--- src/rtl/ep_hs_pkg.sv ---
package ep_hs_pkg;

    typedef enum logic [1:0] {
        ST_DISABLED = 2'b00,
        ST_STALL    = 2'b01,
        ST_NAK      = 2'b10,
        ST_VALID    = 2'b11
    } ep_stat_e;

    typedef enum logic [1:0] {
        RP_NONE  = 2'b00,
        RP_ACK   = 2'b01,
        RP_NAK   = 2'b10,
        RP_STALL = 2'b11
    } reply_e;

    typedef struct packed {
        ep_stat_e stat;
        logic     tog;
    } tx_ctl_t;

endpackage

--- src/rtl/ep_rx_path.sv ---
module ep_rx_path
    import ep_hs_pkg::*;
#(
    parameter int CNT_W = 10
) (
    input  logic             clk,
    input  logic             rst_n,
    input  logic             good_out,
    input  logic             good_setup,
    input  logic [CNT_W-1:0] bytes_in,
    input  logic             flag_we,
    input  logic             flag_bit,
    input  logic             stat_we,
    input  ep_stat_e         stat_wval,
    output ep_stat_e         stat,
    output logic             tog,
    output logic             ctr,
    output logic             setup,
    output logic [CNT_W-1:0] count
);

    typedef struct packed {
        ep_stat_e         stat;
        logic             tog;
        logic             ctr;
        logic             setup;
        logic [CNT_W-1:0] count;
    } rx_state_t;

    rx_state_t st_d, st_q;
    logic      done;

    always_comb begin
        st_d = st_q;
        done = good_out || good_setup;
        if (stat_we) begin
            st_d.stat = stat_wval;
        end
        if (flag_we && !flag_bit) begin
            st_d.ctr = 1'b0;
        end
        if (done) begin
            st_d.stat  = ST_NAK;
            st_d.ctr   = 1'b1;
            st_d.setup = good_setup;
            st_d.count = bytes_in;
            st_d.tog   = good_setup ? 1'b0 : ~st_q.tog;
        end
    end

    always_ff @(posedge clk) begin
        if (!rst_n) begin
            st_q <= '{stat: ST_DISABLED, tog: 1'b0, ctr: 1'b0, setup: 1'b0, count: '0};
        end else begin
            st_q <= st_d;
        end
    end

    assign stat  = st_q.stat;
    assign tog   = st_q.tog;
    assign ctr   = st_q.ctr;
    assign setup = st_q.setup;
    assign count = st_q.count;

endmodule

--- src/rtl/ep_tx_path.sv ---
module ep_tx_path
    import ep_hs_pkg::*;
(
    input  logic     clk,
    input  logic     rst_n,
    input  logic     good_setup,
    input  logic     stat_we,
    input  ep_stat_e stat_wval,
    output ep_stat_e stat,
    output logic     tog
);

    tx_ctl_t tx_d, tx_q;

    always_comb begin
        tx_d = tx_q;
        if (stat_we) begin
            tx_d.stat = stat_wval;
        end
        if (good_setup) begin
            tx_d.stat = ST_NAK;
            tx_d.tog  = 1'b1;
        end
    end

    always_ff @(posedge clk) begin
        if (!rst_n) begin
            tx_q <= '{stat: ST_DISABLED, tog: 1'b0};
        end else begin
            tx_q <= tx_d;
        end
    end

    assign stat = tx_q.stat;
    assign tog  = tx_q.tog;

endmodule

--- src/rtl/ep_reply.sv ---
module ep_reply
    import ep_hs_pkg::*;
(
    input  logic     clk,
    input  logic     rst_n,
    input  logic     tok,
    input  ep_stat_e rx_stat,
    output logic     vld,
    output reply_e   code
);

    typedef struct packed {
        logic   vld;
        reply_e code;
    } rep_t;

    rep_t rp_d, rp_q;

    always_comb begin
        rp_d = '{vld: 1'b0, code: RP_NONE};
        if (tok) begin
            unique case (rx_stat)
                ST_VALID:    rp_d = '{vld: 1'b1, code: RP_ACK};
                ST_NAK:      rp_d = '{vld: 1'b1, code: RP_NAK};
                ST_STALL:    rp_d = '{vld: 1'b1, code: RP_STALL};
                ST_DISABLED: rp_d = '{vld: 1'b0, code: RP_NONE};
                default:     rp_d = '{vld: 1'b0, code: RP_NONE};
            endcase
        end
    end

    always_ff @(posedge clk) begin
        if (!rst_n) begin
            rp_q <= '{vld: 1'b0, code: RP_NONE};
        end else begin
            rp_q <= rp_d;
        end
    end

    assign vld  = rp_q.vld;
    assign code = rp_q.code;

endmodule

--- src/rtl/ep_handshake_ctrl.sv ---
module ep_handshake_ctrl
    import ep_hs_pkg::*;
#(
    parameter int CNT_W = 10
) (
    input  logic             clk,
    input  logic             rst_n,
    input  logic             tok_out,
    input  logic             ev_out_ok,
    input  logic             ev_setup_ok,
    input  logic             ev_err,
    input  logic [CNT_W-1:0] rx_bytes,
    input  logic             sw_flag_we,
    input  logic             sw_flag_bit,
    input  logic             sw_rx_we,
    input  logic [1:0]       sw_rx_stat,
    input  logic             sw_tx_we,
    input  logic [1:0]       sw_tx_stat,
    output logic             reply_vld,
    output logic [1:0]       reply_code,
    output logic [1:0]       rx_stat,
    output logic [1:0]       tx_stat,
    output logic             rx_tog,
    output logic             tx_tog,
    output logic             ctr_flag,
    output logic             setup_flag,
    output logic [CNT_W-1:0] rx_count
);

    logic     good_setup;
    logic     good_out;
    ep_stat_e rx_stat_w;
    ep_stat_e tx_stat_w;
    reply_e   code_w;

    // SETUP outranks OUT; an error voids either completion
    assign good_setup = ev_setup_ok && !ev_err;
    assign good_out   = ev_out_ok && !ev_setup_ok && !ev_err;

    ep_rx_path #(.CNT_W(CNT_W)) u_rx (
        .clk       (clk),
        .rst_n     (rst_n),
        .good_out  (good_out),
        .good_setup(good_setup),
        .bytes_in  (rx_bytes),
        .flag_we   (sw_flag_we),
        .flag_bit  (sw_flag_bit),
        .stat_we   (sw_rx_we),
        .stat_wval (ep_stat_e'(sw_rx_stat)),
        .stat      (rx_stat_w),
        .tog       (rx_tog),
        .ctr       (ctr_flag),
        .setup     (setup_flag),
        .count     (rx_count)
    );

    ep_tx_path u_tx (
        .clk       (clk),
        .rst_n     (rst_n),
        .good_setup(good_setup),
        .stat_we   (sw_tx_we),
        .stat_wval (ep_stat_e'(sw_tx_stat)),
        .stat      (tx_stat_w),
        .tog       (tx_tog)
    );

    ep_reply u_rep (
        .clk    (clk),
        .rst_n  (rst_n),
        .tok    (tok_out),
        .rx_stat(rx_stat_w),
        .vld    (reply_vld),
        .code   (code_w)
    );

    assign rx_stat    = rx_stat_w;
    assign tx_stat    = tx_stat_w;
    assign reply_code = code_w;

endmodule

--- config.mk ---
export PLATFORM = sky130hd
export DESIGN_NAME = ep_handshake_ctrl
export DESIGN_NICKNAME = d
export VERILOG_FILES = /design/src/rtl/ep_hs_pkg.sv /design/src/rtl/ep_rx_path.sv /design/src/rtl/ep_tx_path.sv /design/src/rtl/ep_reply.sv /design/src/rtl/ep_handshake_ctrl.sv
export SDC_FILE = /design/constraint.sdc
export NUM_CORES = 1
export LEC_CHECK = 0
export CAP_MARGIN = 20
export CELL_PAD_IN_SITES_DETAIL_PLACEMENT = 1
export CELL_PAD_IN_SITES_GLOBAL_PLACEMENT = 2
export CORE_MARGIN = 5
export CORE_UTILIZATION = 20
export CTS_CLUSTER_DIAMETER = 80
export DETAILED_ROUTE_END_ITERATION = 8
export PLACE_DENSITY = 0.8
export SLEW_MARGIN = 20
export SYNTH_ARGS = -nofsm -noshare
export SYNTH_HDL_FRONTEND = slang
export SYNTH_SLANG_ARGS = --single-unit
export TNS_END_PERCENT = 5
--- constraint.sdc ---
create_clock -name clk -period 1.15 [get_ports clk]
set_input_delay 0.1725 -clock clk [delete_from_list [all_inputs] [get_ports clk]]
set_output_delay 0.1725 -clock clk [all_outputs]
set_load 0.02 [all_outputs]
Yosys cells after proc, flatten, opt, wreduce, memory -nomap -nowiden

Cells that the tools add are included.

Register bits after elaboration: 21
Bits in latches: 0
RAM bits: 0
Memory bits (read-only): 0
Input bits: 24
Output and inout bits: 21
Memories kept: 0

Add/subtract/negate cells: 0
$mul: 0
Div/mod/pow operators: 0
Magnitude comparators: 0
Eq/ne operators: 3
Shift-type cells: 0
Muxes and demuxes: 7
Bitwise gates (word level): 2
Reductions and logical operators: 15

Operators with widths:

| cell                                                            | count |
|---|---|
| 15-bit two-way mux                                              | 1 |
| 3-bit case mux with 4 select lines                              | 1 |
| 2-bit nonzero test                                              | 3 |
| 2-bit == test, second input constant                            | 2 |
| 1-bit logical AND                                               | 4 |
| 2-bit two-way mux                                               | 2 |
| 2-bit OR reduction                                              | 2 |
| 1-bit zero test                                                 | 3 |
| 3-bit two-way mux                                               | 1 |
| 2-bit by 1-bit == test with 1-bit output, second input constant | 1 |
| 2-bit zero test                                                 | 1 |
| 1-bit two-way mux                                               | 2 |
| 1-bit NOT                                                       | 2 |
| 2-bit AND reduction                                             | 1 |
| 1-bit logical OR                                                | 1 |

Depth between registers and ports, before layout

Depth after elaboration: 5
Gate-level depth with buffers: 4

Modules after synthesis

Synthesis repeated with hierarchy kept, for this count alone.

Cell total of the unflattened synthesis: 83
Area, all modules: 857.1 µm²

By module, submodules not included:

| module            | times used | cells each | area an instance (µm²) | seq. area each (µm²) |
|---|---|---|---|---|
| ep_rx_path        | 1          | 62         | 604.3                  | 300.3 |
| ep_reply          | 1          | 11         | 130.1                  | 60.1 |
| ep_tx_path        | 1          | 8          | 103.8                  | 60.1 |
| ep_handshake_ctrl | 1          | 2          | 18.8                   | 0.0 |

Least setup slack after synthesis

No wires, ideal clock.

Path type: flip-flop to flip-flop
From: register u_rx.st_q (netlist bit u_rx.stat[0])
To: register u_rep.rp_q (netlist bit u_rep.code[1])
Arrival time: 0.985 ns
Required time: 1.034 ns
Path slack: 0.049 ns
Cell stages (with the launch flop): 4
Clock period less this slack: 1.101 ns
Cell sequence: dfxtp_1 > inv_1 > ha_1 > and3_1

Longest elaborated chain between the ends: 2
Elaborated cells on any way between the ends: 5
Classes of those cells: eq/ne (3); mux (1); reduce/logical (1)

Ends and longest elaborated chain:

| element                                                          | line             | text |
|---|---|---|
| start, declared                                                  | ep_rx_path.sv:30 | `rx_state_t st_d, st_q;` |
| start signal, assigned                                           | ep_rx_path.sv:53 | `st_q <= '{stat: ST_DISABLED, tog: 1'b0, ctr: 1'b0, setup: 1'b0, count: '0};` |
| start signal, assigned                                           | ep_rx_path.sv:55 | `st_q <= st_d;` |
| 2-bit by 1-bit == test with 1-bit output (tied with other cells) | ep_reply.sv:22   | `unique case (rx_stat)` |
| 3-bit case mux with 4 select lines (*)                           | ep_reply.sv:22   |  |
| end signal, assigned                                             | ep_reply.sv:34   | `rp_q <= '{vld: 1'b0, code: RP_NONE};` |
| end signal, assigned                                             | ep_reply.sv:36   | `rp_q <= rp_d;` |
| end, declared                                                    | ep_reply.sv:17   | `rep_t rp_d, rp_q;` |

Mark *: on every way between the ends. The rest lies on a longest branch, timed or not.
A chain may end at the register's enable or synchronous reset.

Worst setup path in the final report

From: register u_rx.st_q (netlist bit u_rx.stat[0])
To: output port rx_stat[0]

RTL lines:

| element       | line                    | text |
|---|---|---|
| end, declared | ep_handshake_ctrl.sv:21 | `output logic [1:0] rx_stat,` |

No word-level cell between the ends.

==> flow_summary.toml <==
[layout]
seq_area_sq_um = 420
layout_cell_share_with_drive_strength_beyond_1 = 0.0863
fill_cells = 474
multi_input_comb_area_sq_um = 343
n_antenna_cell = 0
final_area_sq_mm = 0.00138
post_layout_nonfiller_instances = 189
areaGrowthSynthToFinish_pct = 66.5
fin_util = 0.345
finish.net_count = 167

[die]
coreArea_sq_mm = 0.00400
floorplan.initialDensity = 0.207
chipWidth_microns = 74.4
floorplan.die_area_sq_mm = 0.00553
floorplan.rows = 23
die_h_microns = 74.4
ios = 45

[yosys]
synthesis.nets = 116
synth_edf_count = 0
synthesis.yosys.warnings = 0
post_synthesis_mean_instance_area_sq_um = 9.31
ys_async_rst_share = 0
synth_area_leader_cell = "dfxtp_1"
yosysMostFrequentCell = "dfxtp_1"
synth-seq-cells = 21
yosys-top-cells-count = "dfxtp_1, nand2_1, o21ai_0, nand3_1"
synth_cells = 89
ys_seq_area_frac = 0.508
syn-cell-area_sq_um = 828
synth_flop_cell = "dfxtp_1"
netlist.area_leader.share = 0.508
cell_variety_after_synth = 21
post_synth_main_area_contributors = "dfxtp_1, o21ai_0, nand3_1"

[sta]
timing.slew.headroom = 0.836
report.final.slew_viol_count = 0
grt_setup_unrepaired = "true"
fmax_ghz = 0.892
setup_tns_ps = 0
whs_ps = 454
worst_pin_slew_ps = 242
finalSetupViolCount = 0
min_period_over_period = 0.975
final.min_clock_period_ps = 1120
timing_hold_violations_final = 0
worst_clock_skew_ps = 0.0433

[detailed_routing]
post_drt_wl_per_cell_microns = 12.2
via_per_inst = 4.10
detailroute.via_count = 775
antenna_violating_nets_post_route = 0
drtPass1Iterations = 2
total_wirelength_of_the_detailed_routed_design_microns = 2300
drt_iter0_markers = 17
route.detailed.drc = 0

[pwr]
leakage_nw = 0.611
power_per_cell_area_mw_per_mm2 = 1150
peak_supply_drop_mv = 0.591

[worst_setup_path]
cp_top_family = "flip-flops"
path_max_fanout = 2
worst-setup-path-type = "register to primary output"
r2r_cells = 4
worst-path-buf-inv = 1
r2r_setup_slack_ps = 80
crit_path_cell_trace = "dlygate4sd2_1"
worstReg2RegStart = "u_rx.stat[0]$_SDFFE_PP0P_"
worst-endpoint-arrival_ps = 950
critical_path.max_stage_delay_ps = 350
cp-start-kind = "register"
critical-path-slowest-cell = "dfxtp_1"
critPathCaptureType = "primary output"
cp_data_required_time_ps = 980
end_of_the_worst_register_to_register_path = "u_rep.code[1]$_SDFF_PN0_"
worstSetupStartpoint = "u_rx.stat[0]$_SDFFE_PP0P_"

[job]
max_cap_violations = 0

[placed_design]
gpl.final_weighted_congestion = 0.700
dpl-instance-area_sq_mm = 0.00135
dp_cells = 185
io_buffer_count = 44
dp_hpwl_microns = 1880

[clock_network]
clock_sinks = 21
cts_made_buffers = 3
h_tree_depth = 1
cts_root_buf = "clkbuf_8"
cts_buffer_depth = 2
cts_hold_buffers = 0
clock_latency_ps = 250
clk_transition_reported_paths_ps = 70
tritoncts = "yes"

[hold_path]
worst_hold_startpoint = "u_tx.tog$_SDFFE_PN0P_"
worst_hold_path.num_cells = 2
min_to = "u_tx.tog$_SDFFE_PN0P_"
holdCritPathClass = "register to register"

[grt]
grt_pass1_vias = 838
grt_use_total = 0.0874
grt_start_max_net_pins = 21
antenna_violations_before_repair = 0
grt_first_pass_wirelength_microns = 3740
globalRouteOverflowTotal = 0

[status]
run_status = "completed"
==> routing by layer <==
metal  vias up  track usage  part of all wire
li1        394            -                 -
met1       349       0.0989              0.42
met2        32        0.155              0.48
met3         0       0.0405              0.10
met4         0       0.0119                 0
met5         -            0                 0
==> cells in the final DEF (no fill, tap or decap), types with 3 or more instances in the layout <==
| cell | Yosys | final |
|---|---|---|
| nor2_1 | 4 | 4 |
| clkbuf_8 | 1 | 3 |
| clkdlybuf4s50_1 | 0 | 23 |
| dfxtp_1 | 21 | 21 |
| clkdlybuf4s15_1 | 0 | 8 |
| a21boi_0 | 5 | 5 |
| o21ai_0 | 12 | 12 |
| inv_1 | 5 | 5 |
| buf_4 | 0 | 6 |
| mux2i_1 | 3 | 3 |
| dlygate4sd2_1 | 0 | 13 |
| nand3_1 | 10 | 10 |
| ha_1 | 3 | 3 |
| nand2_1 | 13 | 13 |
==> worst max path at each step <==
stage / endpoint / slack, ps / cells past startpoint
finish: rx_stat[0] / 30 / 1
global route: rx_count[1] / -0.07 / 1
CTS: rx_count[6] / 8 / 1
detailed placement: u_rx.count[6]$_SDFFE_PN0P_ / -160 / 5
global placement: u_rx.count[8]$_SDFFE_PN0P_ / -110 / 5
floorplan: u_rep.code[1]$_SDFF_PN0_ / 50 / 3
==> what timing repair did <==
item	in CTS	in global routing
setup buffers	0	0
endpoints found under the setup margin	21	8
gates resized for setup	21	8
==> stage by stage <==
| step | setup slack, ps | power, mW |
|---|---|---|
| after detailed placement | -164 | 1.16 |
| after CTS | 7.63 | 1.61 |
| after global routing | -0.0732 | 1.67 |
| after floorplan | 49.2 | 0.951 |
| after global placement | -106 | 1.15 |
| final | 28.5 | 1.59 |
==> report_power, final <==
part / total, mW / internal, mW / switching [mW]
clock network: 0.476 / 0.246 / 0.229
registers: 0.791 / 0.770 / 0.0209
logic: 0.320 / 0.169 / 0.151
==> cells by family after synthesis <==
logic type | synth area share
AO/OA/AOI/OAI | 0.153
AND/OR/NAND/NOR | 0.180
adder cells (fa/ha/maj) | 0.0453
multiplexers | 0.0363
buffers and inverters | 0.0785
flip-flops | 0.508
==> final cells by class <==
| class | instances | area share |
|---|---|---|
| sequential | 21 | 0.305 |
| clock buffer | 4 | 0.0327 |
| multi-input combinational | 58 | 0.249 |
| tap | 50 | 0.0454 |
| timing repair buffer | 51 | 0.355 |
| inverter | 5 | 0.0136 |
==> registers in the layout, indices dropped and copies added, names as in the netlist <==
| register | flops |
|---|---|
| u_rx.ctr | 1 |
| u_rep.vld | 1 |
| u_rx.setup | 1 |
| u_rx.tog | 1 |
| u_rx.count | 10 |
| u_tx.stat | 2 |
| u_tx.tog | 1 |
| u_rep.code | 2 |
| u_rx.stat | 2 |
No activity file was read; power rests on OpenSTA's default activity.
